### src/rtl/i2c_tgt_pkg.sv
package i2c_tgt_pkg;
  typedef enum logic [2:0] {
    ST_IDLE,
    ST_RX,
    ST_RX_ACK,
    ST_TX,
    ST_TX_ACK
  } tgt_state_e;

  typedef enum logic [1:0] {
    BK_ADDR,
    BK_PTR,
    BK_DATA
  } byte_kind_e;
endpackage

### src/rtl/i2c_sync2.sv
module i2c_sync2 #(
  parameter int              WIDTH   = 2,
  parameter logic [WIDTH-1:0] RST_VAL = '1
) (
  input  logic             clk,
  input  logic             rst_n,
  input  logic [WIDTH-1:0] d,
  output logic [WIDTH-1:0] q
);
  for (genvar i = 0; i < WIDTH; i++) begin : g_bit
    logic [1:0] stg;
    always_ff @(posedge clk or negedge rst_n) begin
      if (!rst_n) stg <= {2{RST_VAL[i]}};
      else        stg <= {stg[0], d[i]};
    end
    assign q[i] = stg[1];
  end
endmodule

### src/rtl/i2c_cond_det.sv
module i2c_cond_det (
  input  logic clk,
  input  logic rst_n,
  input  logic scl,
  input  logic sda,
  output logic scl_rise,
  output logic scl_fall,
  output logic start_det,
  output logic stop_det
);
  logic scl_q, sda_q;

  always_ff @(posedge clk or negedge rst_n) begin
    if (!rst_n) begin
      scl_q <= 1'b1;
      sda_q <= 1'b1;
    end else begin
      scl_q <= scl;
      sda_q <= sda;
    end
  end

  assign scl_rise  = scl & ~scl_q;
  assign scl_fall  = ~scl & scl_q;
  // Conditions count only while SCL stays high across both samples.
  assign start_det = scl & scl_q & sda_q & ~sda;
  assign stop_det  = scl & scl_q & ~sda_q & sda;
endmodule

### src/rtl/i2c_regfile.sv
module i2c_regfile #(
  parameter int DEPTH = 64,
  parameter int DW    = 8
) (
  input  logic                     clk,
  input  logic                     rst_n,
  input  logic                     we,
  input  logic [$clog2(DEPTH)-1:0] addr,
  input  logic [DW-1:0]            wdata,
  output logic [DW-1:0]            rdata
);
  logic [DW-1:0] mem [DEPTH];

  always_ff @(posedge clk or negedge rst_n) begin
    if (!rst_n) begin
      for (int i = 0; i < DEPTH; i++) mem[i] <= '0;
    end else if (we) begin
      mem[addr] <= wdata;
    end
  end

  assign rdata = mem[addr];
endmodule

### src/rtl/i2c_reg_target.sv
module i2c_reg_target #(
  parameter logic [6:0] DEV_ADDR = 7'h68,
  parameter int         DEPTH    = 64
) (
  input  logic clk,
  input  logic rst_n,
  input  logic scl_i,
  input  logic sda_i,
  output logic sda_oe
);
  import i2c_tgt_pkg::*;

  localparam int PTR_W = $clog2(DEPTH);
  localparam int BW    = 8;
  localparam int CNT_W = $clog2(BW + 1);

  // Reset: asserted at once, released after two clock edges.
  logic [1:0] rst_pipe;
  logic       rst_int_n;
  always_ff @(posedge clk or negedge rst_n) begin
    if (!rst_n) rst_pipe <= 2'b00;
    else        rst_pipe <= {rst_pipe[0], 1'b1};
  end
  assign rst_int_n = rst_pipe[1];

  logic [1:0] bus_s;
  logic       scl_s, sda_s;
  logic       scl_rise, scl_fall, start_det, stop_det;

  i2c_sync2 #(.WIDTH(2), .RST_VAL(2'b11)) u_sync (
    .clk(clk), .rst_n(rst_int_n), .d({scl_i, sda_i}), .q(bus_s)
  );
  assign scl_s = bus_s[1];
  assign sda_s = bus_s[0];

  i2c_cond_det u_det (
    .clk(clk), .rst_n(rst_int_n), .scl(scl_s), .sda(sda_s),
    .scl_rise(scl_rise), .scl_fall(scl_fall),
    .start_det(start_det), .stop_det(stop_det)
  );

  tgt_state_e       st, st_n;
  byte_kind_e       kind, kind_n;
  logic [CNT_W-1:0] cnt, cnt_n;
  logic [BW-2:0]    sh, sh_n;
  logic [BW-2:0]    tx, tx_n;
  logic             oe, oe_n;
  logic             rd, rd_n;
  logic             ackp, ackp_n;
  logic [PTR_W-1:0] ptr;
  logic             ptr_ld, ptr_inc, reg_we;
  logic [BW-1:0]    byte_w, rd_data;

  assign byte_w = {sh, sda_s};

  i2c_regfile #(.DEPTH(DEPTH), .DW(BW)) u_regs (
    .clk(clk), .rst_n(rst_int_n), .we(reg_we), .addr(ptr),
    .wdata(byte_w), .rdata(rd_data)
  );

  always_comb begin
    st_n    = st;
    kind_n  = kind;
    cnt_n   = cnt;
    sh_n    = sh;
    tx_n    = tx;
    oe_n    = oe;
    rd_n    = rd;
    ackp_n  = ackp;
    ptr_ld  = 1'b0;
    ptr_inc = 1'b0;
    reg_we  = 1'b0;
    if (stop_det) begin
      st_n = ST_IDLE;
      oe_n = 1'b0;
    end else if (start_det) begin
      st_n   = ST_RX;
      kind_n = BK_ADDR;
      cnt_n  = '0;
      oe_n   = 1'b0;
      rd_n   = 1'b0;
    end else begin
      unique case (st)
        ST_RX: begin
          if (scl_rise) begin
            sh_n  = byte_w[BW-2:0];
            cnt_n = cnt + CNT_W'(1);
            if (cnt == CNT_W'(BW - 1)) begin
              unique case (kind)
                BK_ADDR: begin
                  ackp_n = (byte_w[BW-1:1] == DEV_ADDR);
                  rd_n   = byte_w[0];
                  kind_n = BK_PTR;
                end
                BK_PTR: begin
                  ackp_n = 1'b1;
                  ptr_ld = 1'b1;
                  kind_n = BK_DATA;
                end
                default: begin
                  ackp_n  = 1'b1;
                  reg_we  = 1'b1;
                  ptr_inc = 1'b1;
                end
              endcase
            end
          end else if (scl_fall && cnt == CNT_W'(BW)) begin
            cnt_n = '0;
            if (ackp) begin
              st_n = ST_RX_ACK;
              oe_n = 1'b1;
            end else begin
              st_n = ST_IDLE;
            end
          end
        end
        ST_RX_ACK: begin
          if (scl_fall) begin
            cnt_n = '0;
            if (rd) begin
              st_n    = ST_TX;
              tx_n    = rd_data[BW-2:0];
              oe_n    = ~rd_data[BW-1];
              ptr_inc = 1'b1;
            end else begin
              st_n = ST_RX;
              oe_n = 1'b0;
            end
          end
        end
        ST_TX: begin
          if (scl_rise) begin
            cnt_n = cnt + CNT_W'(1);
          end else if (scl_fall) begin
            if (cnt == CNT_W'(BW)) begin
              st_n  = ST_TX_ACK;
              oe_n  = 1'b0;
              cnt_n = '0;
            end else begin
              tx_n = {tx[BW-3:0], 1'b0};
              oe_n = ~tx[BW-2];
            end
          end
        end
        ST_TX_ACK: begin
          if (scl_rise && sda_s) begin
            st_n = ST_IDLE;
          end else if (scl_fall) begin
            st_n    = ST_TX;
            cnt_n   = '0;
            tx_n    = rd_data[BW-2:0];
            oe_n    = ~rd_data[BW-1];
            ptr_inc = 1'b1;
          end
        end
        default: ;
      endcase
    end
  end

  always_ff @(posedge clk or negedge rst_int_n) begin
    if (!rst_int_n) begin
      st   <= ST_IDLE;
      kind <= BK_ADDR;
      cnt  <= '0;
      sh   <= '0;
      tx   <= '0;
      oe   <= 1'b0;
      rd   <= 1'b0;
      ackp <= 1'b0;
    end else begin
      st   <= st_n;
      kind <= kind_n;
      cnt  <= cnt_n;
      sh   <= sh_n;
      tx   <= tx_n;
      oe   <= oe_n;
      rd   <= rd_n;
      ackp <= ackp_n;
    end
  end

  always_ff @(posedge clk or negedge rst_int_n) begin
    if (!rst_int_n)   ptr <= '0;
    else if (ptr_ld)  ptr <= byte_w[PTR_W-1:0];
    else if (ptr_inc) ptr <= ptr + PTR_W'(1);
  end

  assign sda_oe = oe;
endmodule

### config.mk
export PLATFORM = sky130hd
export DESIGN_NAME = i2c_reg_target
export DESIGN_NICKNAME = d
export VERILOG_FILES = /design/src/rtl/i2c_tgt_pkg.sv /design/src/rtl/i2c_sync2.sv /design/src/rtl/i2c_cond_det.sv /design/src/rtl/i2c_regfile.sv /design/src/rtl/i2c_reg_target.sv
export SDC_FILE = /design/constraint.sdc
export NUM_CORES = 1
export LEC_CHECK = 0
export ABC_CLOCK_PERIOD_IN_PS = 23100
export BUFFER_PORTS_ARGS = -buffer_cell sky130_fd_sc_hd__buf_4
export CORE_MARGIN = 10
export CORE_UTILIZATION = 30
export CTS_BUF_LIST = sky130_fd_sc_hd__clkbuf_16
export CTS_CLUSTER_DIAMETER = 100
export DETAILED_ROUTE_END_ITERATION = 8
export PLACE_DENSITY_LB_ADDON = 0.3
export SETUP_SLACK_MARGIN = 0.2
export SLEW_MARGIN = 20
export SYNTH_ARGS = -nofsm -noshare
export SYNTH_HDL_FRONTEND = slang
export SYNTH_SLANG_ARGS = --single-unit
### constraint.sdc
create_clock -name clk -period 23.1 [get_ports clk]
set_input_delay 4.62 -clock clk [delete_from_list [all_inputs] [get_ports clk]]
set_output_delay 4.62 -clock clk [all_outputs]
set_load 0.05 [all_outputs]
==> run_results.csv <==
group,metric,value,unit
outcome,status,"finished clean",
cells_and_area,fill_cells,8477,
routing,drc,0,
synth,ys_seq_elements,552,
pwr,leakage,13.6,nW
sta,setup_viol_count_final,0,
sta,tns,0,ns
sta,maxSlewHeadroom,0.263,
min_path,hp-start,"rst_pipe[0]",
global_routing,grt_pass1_vias,17000,
worst_setup_path,critPathLaunchType,"flip-flop",
routing,totalWireLength,75000,um
sta,rsz0062_at_grt,"no",
synth,synth_edf_count,0,
global_routing,grt_max_degree,177,
worst_setup_path,crit_path_max_incr_delay,0.38,ns
cts,post_cts_buffers,0,
die,die_x,314,um
synth,yosysUniqueCellTypes,70,
die,io_pins,5,
synth,synth_top_area_frac,0.527,
worst_setup_path,endpoint_kind,"primary output",
sta,fin_worst_skew,0.0303,ns
pwr,p_total,2.26,mW
worst_setup_path,path_class,"reg2out",
cts,cts_root_buf,"clkbuf_16",
synth,synthAdderAreaFrac,0.00290,
min_path,hold_path.class,"reg2reg",
pwr,combPwrFrac,0.130,
die,coreArea,0.0854,mm2
worst_setup_path,r2r-start,"ptr[2]",
routing,routed_via_density,5.37,
synth,synth-async-reset-ratio,1.00,
pwr,internal_power,1.58,mW
die,start_util,0.303,
cells_and_area,multi_input_comb_area,0.0115,mm2
cts,clk_latency,0.64,ns
synth,syn_area,0.0259,mm2
pwr,peakVddDrop,69.8,uV
place,routabilityCongestion,0.828,
sta,hold_slack,0.351,ns
worst_setup_path,crit_arrival,1.21,ns
routing,antenna_left,0,
cts,tritoncts,"yes",
cts,cts_inserted_buffers,61,
synth,synthCells,1955,
cts,clk_pin_slew,0.06,ns
cts,clock-sinks,552,
pwr,netSwitchingFraction,0.300,
sta,slew_violations,0,
routing,dr_total_vias,16600,
sta,min_period_over_period,0.253,
cts,cts_max_path_buffers,3,
pwr,pwr-share-seq,0.454,
synth,synthTopCellsByArea,"dfrtp_1 (53%), mux2_2 (24%), mux2i_1 (3.0%), mux4_2 (2.5%), a221oi_1 (1.9%)",
cells_and_area,mostFrequentLayoutCell,"mux2_2",
synth,syn_avg_cell_area,13.3,um2
flow_run,drv_cap,0,
synth,yosysWarnings,0,
global_routing,overflow,0,
place,place.port_buffers,4,
synth,synthMuxAreaShare,0.301,
worst_setup_path,cp_max_fo,2,
synth,synth-simple-area-share,0.0562,
cells_and_area,diodes,0,
cells_and_area,seqCellArea,0.0138,mm2
cts,post_cts_resized,0,
cts,hold_buffers,0,
die,num_rows,107,
routing,drtIter0Drc,1268,
pwr,pwr-share-clk,0.415,
worst_setup_path,reg2regPathDepth,6,
die,dieHeight,314,um
synth,syn_nets,1965,
sta,hold_viol,0,
pwr,p_switching,678,uW
worst_setup_path,crit_family,"flip-flops",
synth,synth_compound_area_frac,0.0785,
sta,period_needed,5.83,ns
cells_and_area,layout.nets,1913,
routing,drtPass1Iterations,5,
pwr,power_density,77.9,mW/mm2
synth,yosys.area.top_type,"dfrtp_1",
cells_and_area,drive_gt1_frac,0.383,
worst_setup_path,crit_required,18.48,ns
cells_and_area,area_delta_synth_final,11.8,%
cells_and_area,final_cell_mix,"mux2_2 (549), dfrtp_1 (535), nand2_1 (109), mux2i_1 (78), clkbuf_16 (61)",
die,die_area,0.0985,mm2
place,dp_hpwl,45200,um
synth,ys_seq_area_frac,0.533,
global_routing,grt_usage,0.150,
worst_setup_path,cp_slowest_cell,"dfrtp_1",
cts,htreeDepth,2,
cells_and_area,final_util,0.339,
worst_setup_path,crit_buf_inv,1,
cells_and_area,design_area,0.0290,mm2
synth,synth_top_family_by_area,"multiplexers",
worst_setup_path,crit_start,"sda_oe",
synth,yosys.area_share.xor_xnor,0.00203,
routing,wl_per_cell,24.2,um
sta,fmaxAchievable,0.171,GHz
worst_setup_path,crit_chain,"buf_4",
synth,synth_ff_type,"dfrtp_1",
global_routing,grt_pass1_wl,114000,um
place,post_dp_cell_area,0.0271,mm2
global_routing,antenna_found_initial,0,
min_path,whs_path_depth,0,
worst_setup_path,worst-path-stages,1,
sta,tightest_slew,1.10,ns
==> per-layer routing <==
metal,wire (um),track usage,up-vias
met5,0,0,-
met4,2220,0.0462,0
met3,3570,0.0245,124
met2,34800,0.239,427
met1,34400,0.206,8905
li1,-,-,7184
==> logic make-up (layout without fill, tap and decap cells) <==
group                    after synthesis  count (layout)
XOR/XNOR                               6               6
other                                  1               1
AO/OA/AOI/OAI                        276             276
flip-flops                           552             552
buffers and inverters                164             162
multiplexers                         673             673
AND/OR/NAND/NOR                      277             277
adder cells (fa/ha/maj)                6               6
==> final timing paths <==
check                                  end  slack [ns]
max                                 sda_oe       17.27
min                            rst_pipe[1]        0.35
max reg2reg                 u_regs.mem[74]       18.50
min reg2reg                    rst_pipe[1]        0.35
max in group asynchronous      rst_pipe[1]       19.24
min in group asynchronous  u_regs.mem[172]        0.46
==> Yosys cell counts (4+ instances only) <==
library cell / count
nor2_1: 44
mux4_2: 29
a221o_1: 7
clkbuf_1: 97
a22o_1: 11
ha_1: 6
nor2b_1: 12
o22a_1: 4
mux2_2: 549
o21ai_0: 30
o221ai_1: 5
o31ai_1: 9
o211ai_1: 4
a2111oi_0: 5
nand2_1: 109
inv_1: 13
mux2i_1: 78
a31oi_1: 11
xor2_1: 4
nand3b_1: 16
nor3_2: 5
o22ai_1: 19
nand2b_1: 15
a21oi_1: 35
nand3_1: 19
buf_1: 18
a22oi_1: 46
dfstp_2: 6
o2bb2ai_1: 5
and3_1: 9
dfrtp_1: 546
buf_2: 33
a221oi_1: 57
mux2_1: 17
and3b_1: 11
nor3_1: 4
and2_1: 10
==> final cells by class <==
cell class                      count  area share
Inverter                           14     0.00181
Clock inverter                     52      0.0130
Clock buffer                       61      0.0527
Timing Repair Buffer               35     0.00993
Multi-Input combinational cell   1239       0.395
Tap cell                         1144      0.0494
Sequential cell                   552       0.478
==> through the flow <==
stage	std cells	worst slack, ns
2_1_floorplan	1955	6.59
6_report	3097	17.27
3_5_place_dp	2984	17.92
5_1_grt	3097	17.22
3_3_place_gp	2984	17.92
4_1_cts	3097	17.23
==> registers in the layout, summed over array words and instances, names as in the netlist, 2 cells and up <==
register and count:
u_regs.mem 512, kind 2, st 3, rst_pipe 2
cnt 4, tx 7, sh 7, ptr 6
u_sync.g_bit.stg 4
==> power by group through the flow <==
stage / Sequential [mW] / Clock (mW) / Combinational (mW)
2_1_floorplan: 1.03 / 0 / 0.179
3_3_place_gp: 1.04 / 0 / 0.293
3_5_place_dp: 1.04 / 0 / 0.299
4_1_cts: 1.03 / 0.962 / 0.300
5_1_grt: 1.03 / 1.00 / 0.318
6_report: 1.03 / 0.938 / 0.294
Note: power is estimated with default switching activity, not from simulation.
